<file path="config.mk">
export PLATFORM = sky130hd
export DESIGN_NAME = dma_regs
export DESIGN_NICKNAME = d
export VERILOG_FILES = /design/src/rtl/dma_regs_pkg.sv /design/src/rtl/dma_regs_ctrl.sv /design/src/rtl/dma_regs_dp.sv /design/src/rtl/dma_regs.sv
export SDC_FILE = /design/constraint.sdc
export NUM_CORES = 1
export LEC_CHECK = 0
export BUFFER_PORTS_ARGS = -buffer_cell sky130_fd_sc_hd__buf_4
export CAP_MARGIN = 15
export CELL_PAD_IN_SITES_DETAIL_PLACEMENT = 1
export CELL_PAD_IN_SITES_GLOBAL_PLACEMENT = 2
export CORE_MARGIN = 8
export CORE_UTILIZATION = 25
export DETAILED_ROUTE_END_ITERATION = 8
export PLACE_DENSITY = 0.82
export SLEW_MARGIN = 20
export SYNTH_ARGS = -nofsm -noshare
export SYNTH_HDL_FRONTEND = slang
export SYNTH_SLANG_ARGS = --single-unit
</file>
<file path="constraint.sdc">
create_clock -name clk -period 1.65 [get_ports clk]
set_clock_uncertainty 0.05 [all_clocks]
set_input_delay 0.33 -clock clk [delete_from_list [all_inputs] [get_ports clk]]
set_output_delay 0.33 -clock clk [all_outputs]
set_load 0.01 [all_outputs]
</file>
<file path="src/rtl/dma_regs_pkg.sv">
package dma_regs_pkg;
  // Strobes from control to datapath, one per register action
  typedef struct packed {
    logic ldCnt;   // load count, direction and enable from data bus
    logic ldHi;    // load upper address field from CPU address lines
    logic ldLo;    // load lower address field from CPU address lines
    logic advAdr;  // advance address by one word
    logic advCnt;  // decrement count
  } dmaStrobe_t;
endpackage

</file>
<file path="src/rtl/dma_regs_ctrl.sv">
module dma_regs_ctrl
  import dma_regs_pkg::*;
(
  input  logic       cntWr,
  input  logic       cntWide,
  input  logic       adrWr,
  input  logic       adrSel,
  input  logic       step,
  input  logic       enable,
  output dmaStrobe_t stb
);
  logic advance;

  always_comb begin
    advance    = step & enable;
    stb.ldCnt  = cntWr & cntWide;
    stb.ldHi   = adrWr & adrSel;
    stb.ldLo   = adrWr & ~adrSel;
    // a write to a register takes priority over a step on that register
    stb.advCnt = advance & ~stb.ldCnt;
    stb.advAdr = advance & ~adrWr;
  end
endmodule

</file>
<file path="src/rtl/dma_regs_dp.sv">
module dma_regs_dp
  import dma_regs_pkg::*;
#(
  parameter int ADDR_W = 22,
  parameter int LO_W   = 8,
  parameter int CNT_W  = 14
) (
  input  logic                    clk,
  input  logic                    rstN,
  input  dmaStrobe_t              stb,
  input  logic [CNT_W+1:0]        wrData,
  input  logic [ADDR_W-LO_W-2:0]  adrBits,   // bit i carries CPU address bit i+1
  output logic [CNT_W+1:0]        cntRdData,
  output logic [ADDR_W-1:0]       dmaAddr,
  output logic [CNT_W-1:0]        dmaCount,
  output logic                    dmaDir,
  output logic                    dmaEnable
);
  localparam int WA_W = ADDR_W - 1;       // word address width
  localparam int HI_W = WA_W - LO_W;      // upper field width

  logic [WA_W-1:0]  wordAdr;
  logic [CNT_W-1:0] count;
  logic             dir;
  logic             en;

  always_ff @(posedge clk) begin
    if (!rstN) begin
      count <= '0;
      dir   <= 1'b0;
      en    <= 1'b0;
    end else if (stb.ldCnt) begin
      count <= wrData[CNT_W-1:0] + CNT_W'(1);
      dir   <= wrData[CNT_W];
      en    <= wrData[CNT_W+1];
    end else if (stb.advCnt) begin
      count <= count - CNT_W'(1);
      if (count == CNT_W'(1)) en <= 1'b0;
    end
  end

  always_ff @(posedge clk) begin
    if (!rstN) begin
      wordAdr <= '0;
    end else if (stb.ldHi) begin
      wordAdr[WA_W-1:LO_W] <= adrBits[HI_W-1:0];
    end else if (stb.ldLo) begin
      wordAdr[LO_W-1:0] <= adrBits[LO_W-1:0];
    end else if (stb.advAdr) begin
      wordAdr <= wordAdr + WA_W'(1);
    end
  end

  assign dmaAddr   = {wordAdr, 1'b0};
  assign dmaCount  = count;
  assign dmaDir    = dir;
  assign dmaEnable = en;
  assign cntRdData = {2'b11, count};
endmodule

</file>
<file path="src/rtl/dma_regs.sv">
module dma_regs
  import dma_regs_pkg::*;
#(
  parameter int ADDR_W = 22,
  parameter int LO_W   = 8,
  parameter int CNT_W  = 14
) (
  input  logic                   clk,
  input  logic                   rstN,
  input  logic                   cntWr,
  input  logic                   cntWide,
  input  logic [CNT_W+1:0]       wrData,
  input  logic                   adrWr,
  input  logic [ADDR_W-LO_W:1]   cpuAdr,
  input  logic                   step,
  output logic [CNT_W+1:0]       cntRdData,
  output logic [ADDR_W-1:0]      dmaAddr,
  output logic [CNT_W-1:0]       dmaCount,
  output logic                   dmaDir,
  output logic                   dmaEnable
);
  localparam int SEL_BIT = ADDR_W - LO_W;

  dmaStrobe_t stb;

  dma_regs_ctrl u_ctrl (
    .cntWr   (cntWr),
    .cntWide (cntWide),
    .adrWr   (adrWr),
    .adrSel  (cpuAdr[SEL_BIT]),
    .step    (step),
    .enable  (dmaEnable),
    .stb     (stb)
  );

  dma_regs_dp #(.ADDR_W(ADDR_W), .LO_W(LO_W), .CNT_W(CNT_W)) u_dp (
    .clk       (clk),
    .rstN      (rstN),
    .stb       (stb),
    .wrData    (wrData),
    .adrBits   (cpuAdr[SEL_BIT-1:1]),
    .cntRdData (cntRdData),
    .dmaAddr   (dmaAddr),
    .dmaCount  (dmaCount),
    .dmaDir    (dmaDir),
    .dmaEnable (dmaEnable)
  );
endmodule

</file>
==> results of run 1 <==
-- cell type report --
class / instances / area share
Clock buffer: 5 / 0.0171
Multi-Input combinational cell: 256 / 0.433
Tap cell: 136 / 0.0422
Sequential cell: 37 / 0.190
Timing Repair Buffer: 158 / 0.295
Inverter: 7 / 0.00652
Clock inverter: 3 / 0.0162
-- where the power goes --
| part | leakage, nW | switching (mW) | total [mW] | internal (mW) |
|---|---|---|---|---|
| Clock | 0.0681 | 0.364 | 0.966 | 0.601 |
| Sequential | 0.309 | 0.0472 | 0.990 | 0.943 |
| Combinational | 1.31 | 0.346 | 0.709 | 0.363 |
| Total | 1.68 | 0.757 | 2.66 | 1.91 |
-- logic make-up (layout without fill, tap and decap cells) --
| family | count (synthesis) | count (layout) | synth area share |
|---|---|---|---|
| other cells | 2 | 3 | 0.00293 |
| buf+inv | 45 | 173 | 0.0918 |
| flops | 37 | 37 | 0.289 |
| compound gates | 83 | 83 | 0.215 |
| mux | 1 | 1 | 0.00390 |
| xor+xnor | 20 | 20 | 0.0683 |
| simple gates | 145 | 145 | 0.310 |
| fa+ha+maj | 4 | 4 | 0.0195 |
-- state kept, by name, summed over array words and instances (netlist names) --
signal	flops
u_dp.dmaDir	1
u_dp.wordAdr	21
u_dp.dmaCount	14
u_dp.dmaEnable	1
-- layer usage --
layer | global-route usage | vias up | part of all wire
met1 | 0.171 | 1516 | 0.43
met3 | 0.0380 | 13 | 0.064
met5 | 0 | - | 0
li1 | - | 1492 | -
met4 | 0.0384 | 0 | 0.011
met2 | 0.276 | 82 | 0.50
-- worst min-delay path: stages --
cell     delay (ns)
buf_4          0.11
nand2_1        0.05
a21oi_1        0.06
-- placed cells by master, fill, tap and decap left out, drive strengths merged, types with 7 or more instances in the layout --
cell type  instances
buf              158
nor3              15
or3               12
and3              12
xnor2             16
o21ai              9
a21oi             25
nor2              18
nand4             12
nand2             26
inv                7
nand3             19
dfxtp             37
-- through the flow --
stage / utilization / worst slack [ns] / std cells / area (µm²) / TNS [ns]
detailed placement: 0.369 / -0.150 / 591 / 3740 / -0.853
finish: 0.397 / -0.0771 / 602 / 4030 / -0.160
floorplan: - / -0.0879 / 338 / 2630 / -0.169
global route: 0.397 / -0.171 / 602 / 4030 / -0.660
global placement: 0.369 / -0.0869 / 591 / 3740 / -0.424
CTS: 0.388 / -0.0972 / 599 / 3930 / -0.257
-- timing repair --
| action | CTS | global route |
|---|---|---|
| pin swaps | 9 | 10 |
| buffers inserted | 0 | 4 |
| endpoints found under the setup margin | 10 | 15 |
| resized for setup | 14 | 18 |
-- path summary, 6_finish.rpt --
check	start	to	slack, ns
hold / removal	wrData[15]	u_dp.dmaEnable	0.24
hold reg to reg	u_dp.dmaDir	u_dp.dmaDir	0.41
setup / recovery	u_dp.dmaCount[5]	u_dp.dmaCount[11]	-0.08
setup reg to reg	u_dp.dmaCount[5]	u_dp.dmaCount[11]	-0.08
==> qor.yml, run 1 <==
floorplan:
  die_w_um: 117
  io_pins: 90
  rows: 37
  die-area_mm2: 0.0138
  die_y_um: 117
  initial_utilization: 0.253
  core_area_mm2: 0.0101
detailed_routing:
  drcViolationCount: 0
  ant_nets: 0
  vias: 3103
  drt_iter0_drc: 94
  wirelength_mm: 10.5
  vias_per_cell: 5.15
  wl_per_cell_um: 17.4
  dr.pass1.iters: 4
power_and_ir_drop:
  pwr_density_cell_mw_per_mm2: 661
  total_power_mw: 2.66
  ir_drop_v: 0.000347
  leakage_nw: 1.68
timing:
  rsz0062_at_grt: "true"
  setup_slack_ns: -0.0771
  slew_viol_final: 0
  holdWs_ns: 0.242
  min_period_over_period: 1.05
  finalSetupViolCount: 4
  max_freq_mhz: 579
  fin_crit_ns: 1.73
  hold_violations: 0
global_route:
  grt_pass1_wl_mm: 16.5
  grt_pass1_vias: 3378
  grt_usage: 0.151
  antenna_found_initial: 0
  grt_max_degree: 18
  overflow: 0
hold_path:
  hp-class: "in -> reg"
  whs_path_depth: 3
cts:
  insertion_delay_ns: 0.29
  cts_hold_buf: 0
  ctsRootBufferMaster: "clkbuf_8"
  cts_sinks: 37
  numCtsBuffers: 5
  cts_max_path_buffers: 2
  htreeDepth: 2
  cts_tree: "done"
  clkTransAtPathRegs_ns: 0.09
logic_synthesis:
  syn_avg_cell_area_um2: 7.61
  synth.most_common_cell: "dfxtp_1"
  ys_types: 53
  synth-edff-count: 0
  synth_top_cell_by_area: "dfxtp_1"
  synth_top_area_frac: 0.289
  ys_warn_count: 0
  netlist_area_mm2: 0.00256
  ys_seq_elements: 37
  synth_area_leaders: "dfxtp_1 (29%), xnor2_1 (5.5%), buf_4 (5.0%)"
  synthCells: 337
  synth_flop_cell: "dfxtp_1"
  synthTopCellsByCount: "dfxtp_1 (37), nand2_1 (26), a21oi_1 (25), clkbuf_1 (19), nand3_1 (19)"
  synthArstFlopShare: 0
  ys_seq_area_frac: 0.289
critical_path:
  crit_type: "reg -> reg"
  worst_path_max_delay_cell: "or4_4"
  path_cells: "or4_4 > or2_1 > or4_1 > o211ai_1"
  required_ns: 1.82
  max_stage_delay_ns: 0.54
  start_kind: "flop"
  worst-path-stages: 4
  critPathMaxFanout: 3
  cpLargestDelayFamily: "simple AND/OR/NAND/NOR gates"
  critPathBufInv: 0
  r2r_cells: 4
  crit_arrival_ns: 1.90
  cp-end-kind: "flop"
cells_and_area:
  fillCellCount: 1232
  n_antenna_cell: 0
  multi_input_area_mm2: 0.00174
  synthToLayoutAreaGrowth_pct: 57.1
  register_area_um2: 764
  final_nets: 505
  drive_above_1_share: 0.438
placed_design:
  gp_congestion: 0.826
  dp_hpwl_mm: 8.28
  portBuffers: 86
outcome:
  status: "finished, violations left"
  violations: "setup timing"
run:
  maxCapViolations: 0
Power figures use the tool's default switching activity.
==> run 2, diff against run 1 <==
PLACE_DENSITY = 0.85   (was 0.82)
==> run 2 against run 1 <==
The run still ends with setup timing left; clock power decreased by 30%; flip-flop and latch count unchanged; critical path type unchanged; via count decreased by 0.93%; largest power group unchanged; die area unchanged; maximum frequency decreased by 4.1%; count of clock-buffer cells in the layout increased by 3; worst hold slack improved by 0.0013 ns.
==> qor.yml, run 2 (synthesis gave the netlist of run 1 again) <==
critical_path:
  crit_type: "reg -> reg"
  crit_start: "u_dp.dmaCount[6]"
  r2r_cells: 4  # unchanged
  crit_arrival_ns: 1.97  # +0.07 ns
  required_ns: 1.81  # about the same
  start_kind: "flop"
  regToRegStartpoint: "u_dp.dmaCount[6]"
  cp-end-kind: "flop"
  critPathMaxFanout: 4  # +1
  r2r_slack_ns: -0.15  # -0.07 ns
placed_design:
  portBuffers: 86  # unchanged
  gp_congestion: 0.836  # +1.3%
  dp_hpwl_mm: 8.48  # +2.4%
timing:
  tns_ns: -0.316  # -0.156 ns
  finalSetupViolCount: 4  # unchanged
  hold_violations: 0  # unchanged
  slew_viol_final: 0  # unchanged
  min_period_over_period: 1.09  # +0.0447
  max_freq_mhz: 555  # -4.1%
  worst_pin_slew_ns: 0.502
  setup_slack_ns: -0.151  # -0.0738 ns
  relSlewSlack: 0.665
  rsz0062_at_grt: "true"
  holdWs_ns: 0.243  # +0.00133 ns
  fin_crit_ns: 1.80  # +0.0738 ns
global_route:
  antenna_found_initial: 0  # unchanged
  overflow: 0  # unchanged
  grt_max_degree: 22  # +4
  grt_usage: 0.155  # +0.00390
  grt_pass1_vias: 3375  # -0.089%
  grt_pass1_wl_mm: 16.9  # +2.2%
cells_and_area:
  synthToLayoutAreaGrowth_pct: 53.5
  fillCellCount: 1216  # -1.3%
  largest-register: "u_dp.wordAdr"
  final_cell_mix: "buf_4 (153), nand2_1 (26), a21oi_1 (25), dfxtp_1 (25), nor2_1 (18)"
  n_antenna_cell: 0  # unchanged
  drive_above_1_share: 0.423  # -0.0148
  largest_register_ffs: 21  # unchanged
  layout_commonest_cell: "buf_4"
  fin_util: 0.388  # -0.00913
  final_nets: 500  # -0.99%
detailed_routing:
  wl_met3_um: 762  # +15%
  wl_per_cell_um: 17.9  # +2.8%
  drcViolationCount: 0  # unchanged
  vias: 3074  # -0.93%
  wirelength_mm: 10.7  # +2.0%
  top_layer_used: "met4"
  wl_met1_mm: 4.38  # -1.8%
  wl_met2_mm: 5.39  # +3.6%
  vias_per_cell: 5.15  # -0.10%
  dr.pass1.iters: 6  # +2
  drt_iter0_drc: 131  # +39%
  ant_nets: 0  # unchanged
cts:
  ctsRootBufferMaster: "clkbuf_8"
  numCtsBuffers: 5  # unchanged
  insertion_delay_ns: 0.29  # about the same
  cts_sinks: 37  # unchanged
  cts_max_path_buffers: 2  # unchanged
  htreeDepth: 2  # unchanged
  cts_hold_buf: 0  # unchanged
  clkTransAtPathRegs_ns: 0.08  # about the same
  cts_tree: "done"
outcome:
  violations: "setup timing"
  status: "finished, violations left"
floorplan:
  io_pins: 90  # unchanged
  die-area_mm2: 0.0138  # unchanged
  die_w_um: 117  # unchanged
  core_area_mm2: 0.0101  # unchanged
  die_y_um: 117  # unchanged
  initial_utilization: 0.253  # unchanged
  rows: 37  # unchanged
power_and_ir_drop:
  ir_drop_v: 0.000328  # -5.3%
  leakage_nw: 1.64  # -2.5%
  pwr_density_cell_mw_per_mm2: 603  # -8.9%
  total_power_mw: 2.37  # -11%
hold_path:
  hp-class: "in -> reg"
  whs_path_depth: 3  # unchanged
  worstHoldStart: "wrData[14]"
run:
  maxCapViolations: 0  # unchanged
run 2: cell count changes in the layout (fill, tap and decap cells not counted), sizes merged:
cell,delta
bufinv,-2
clkbuf,+3
clkinv,-1
buf,-5
run 2: per-layer routing:
layer,global-route usage,vias to the layer above
li1,-,1487
met1,0.175,1485
met2,0.280,91
met3,0.0462,11
met4,0.0350,0
met5,0,-
run 2: worst max-delay path, stage by stage (launching register included):
cell	delay, ns
dfxtp_4	0.34
or4_4	0.55
or2_1	0.25
or4_4	0.42
o211ai_1	0.10
run 2: final timing paths:
path / endpoint
hold reg to reg: u_dp.dmaDir
hold / removal: u_dp.dmaDir
setup reg to reg: u_dp.dmaCount[13]
setup / recovery: u_dp.dmaCount[13]
run 2: power by group:
group          switching, mW  internal (mW)
registers             0.0503          0.942
clock network          0.336          0.341
logic                  0.349          0.354
total                  0.736           1.64
run 2: through the flow:
step / cells / cell area [µm²] / setup WS (ns)
after global routing: 597 / 3940 / -0.201
after floorplan: 338 / 2630 / -0.0879
after global placement: 589 / 3720 / -0.0909
after detailed placement: 589 / 3720 / -0.121
after CTS: 598 / 3870 / -0.0946
final: 597 / 3940 / -0.151
run 2: what timing repair did:
item | 4_1_cts | 5_1_grt
buffers inserted | 1 | 0
endpoints found under the setup margin | 11 | 21
resized for setup | 12 | 19
pin swaps | 7 | 8
run 2: final cells by class:
| cell class | count | area [µm²] | area share |
|---|---|---|---|
| multi-input combinational | 256 | 1730 | 0.441 |
| timing repair buffer | 153 | 1150 | 0.292 |
| sequential | 37 | 766 | 0.195 |
| tap | 136 | 170 | 0.0432 |
| clock buffer | 8 | 90.1 | 0.0229 |
| inverter | 7 | 26.3 | 0.00668 |
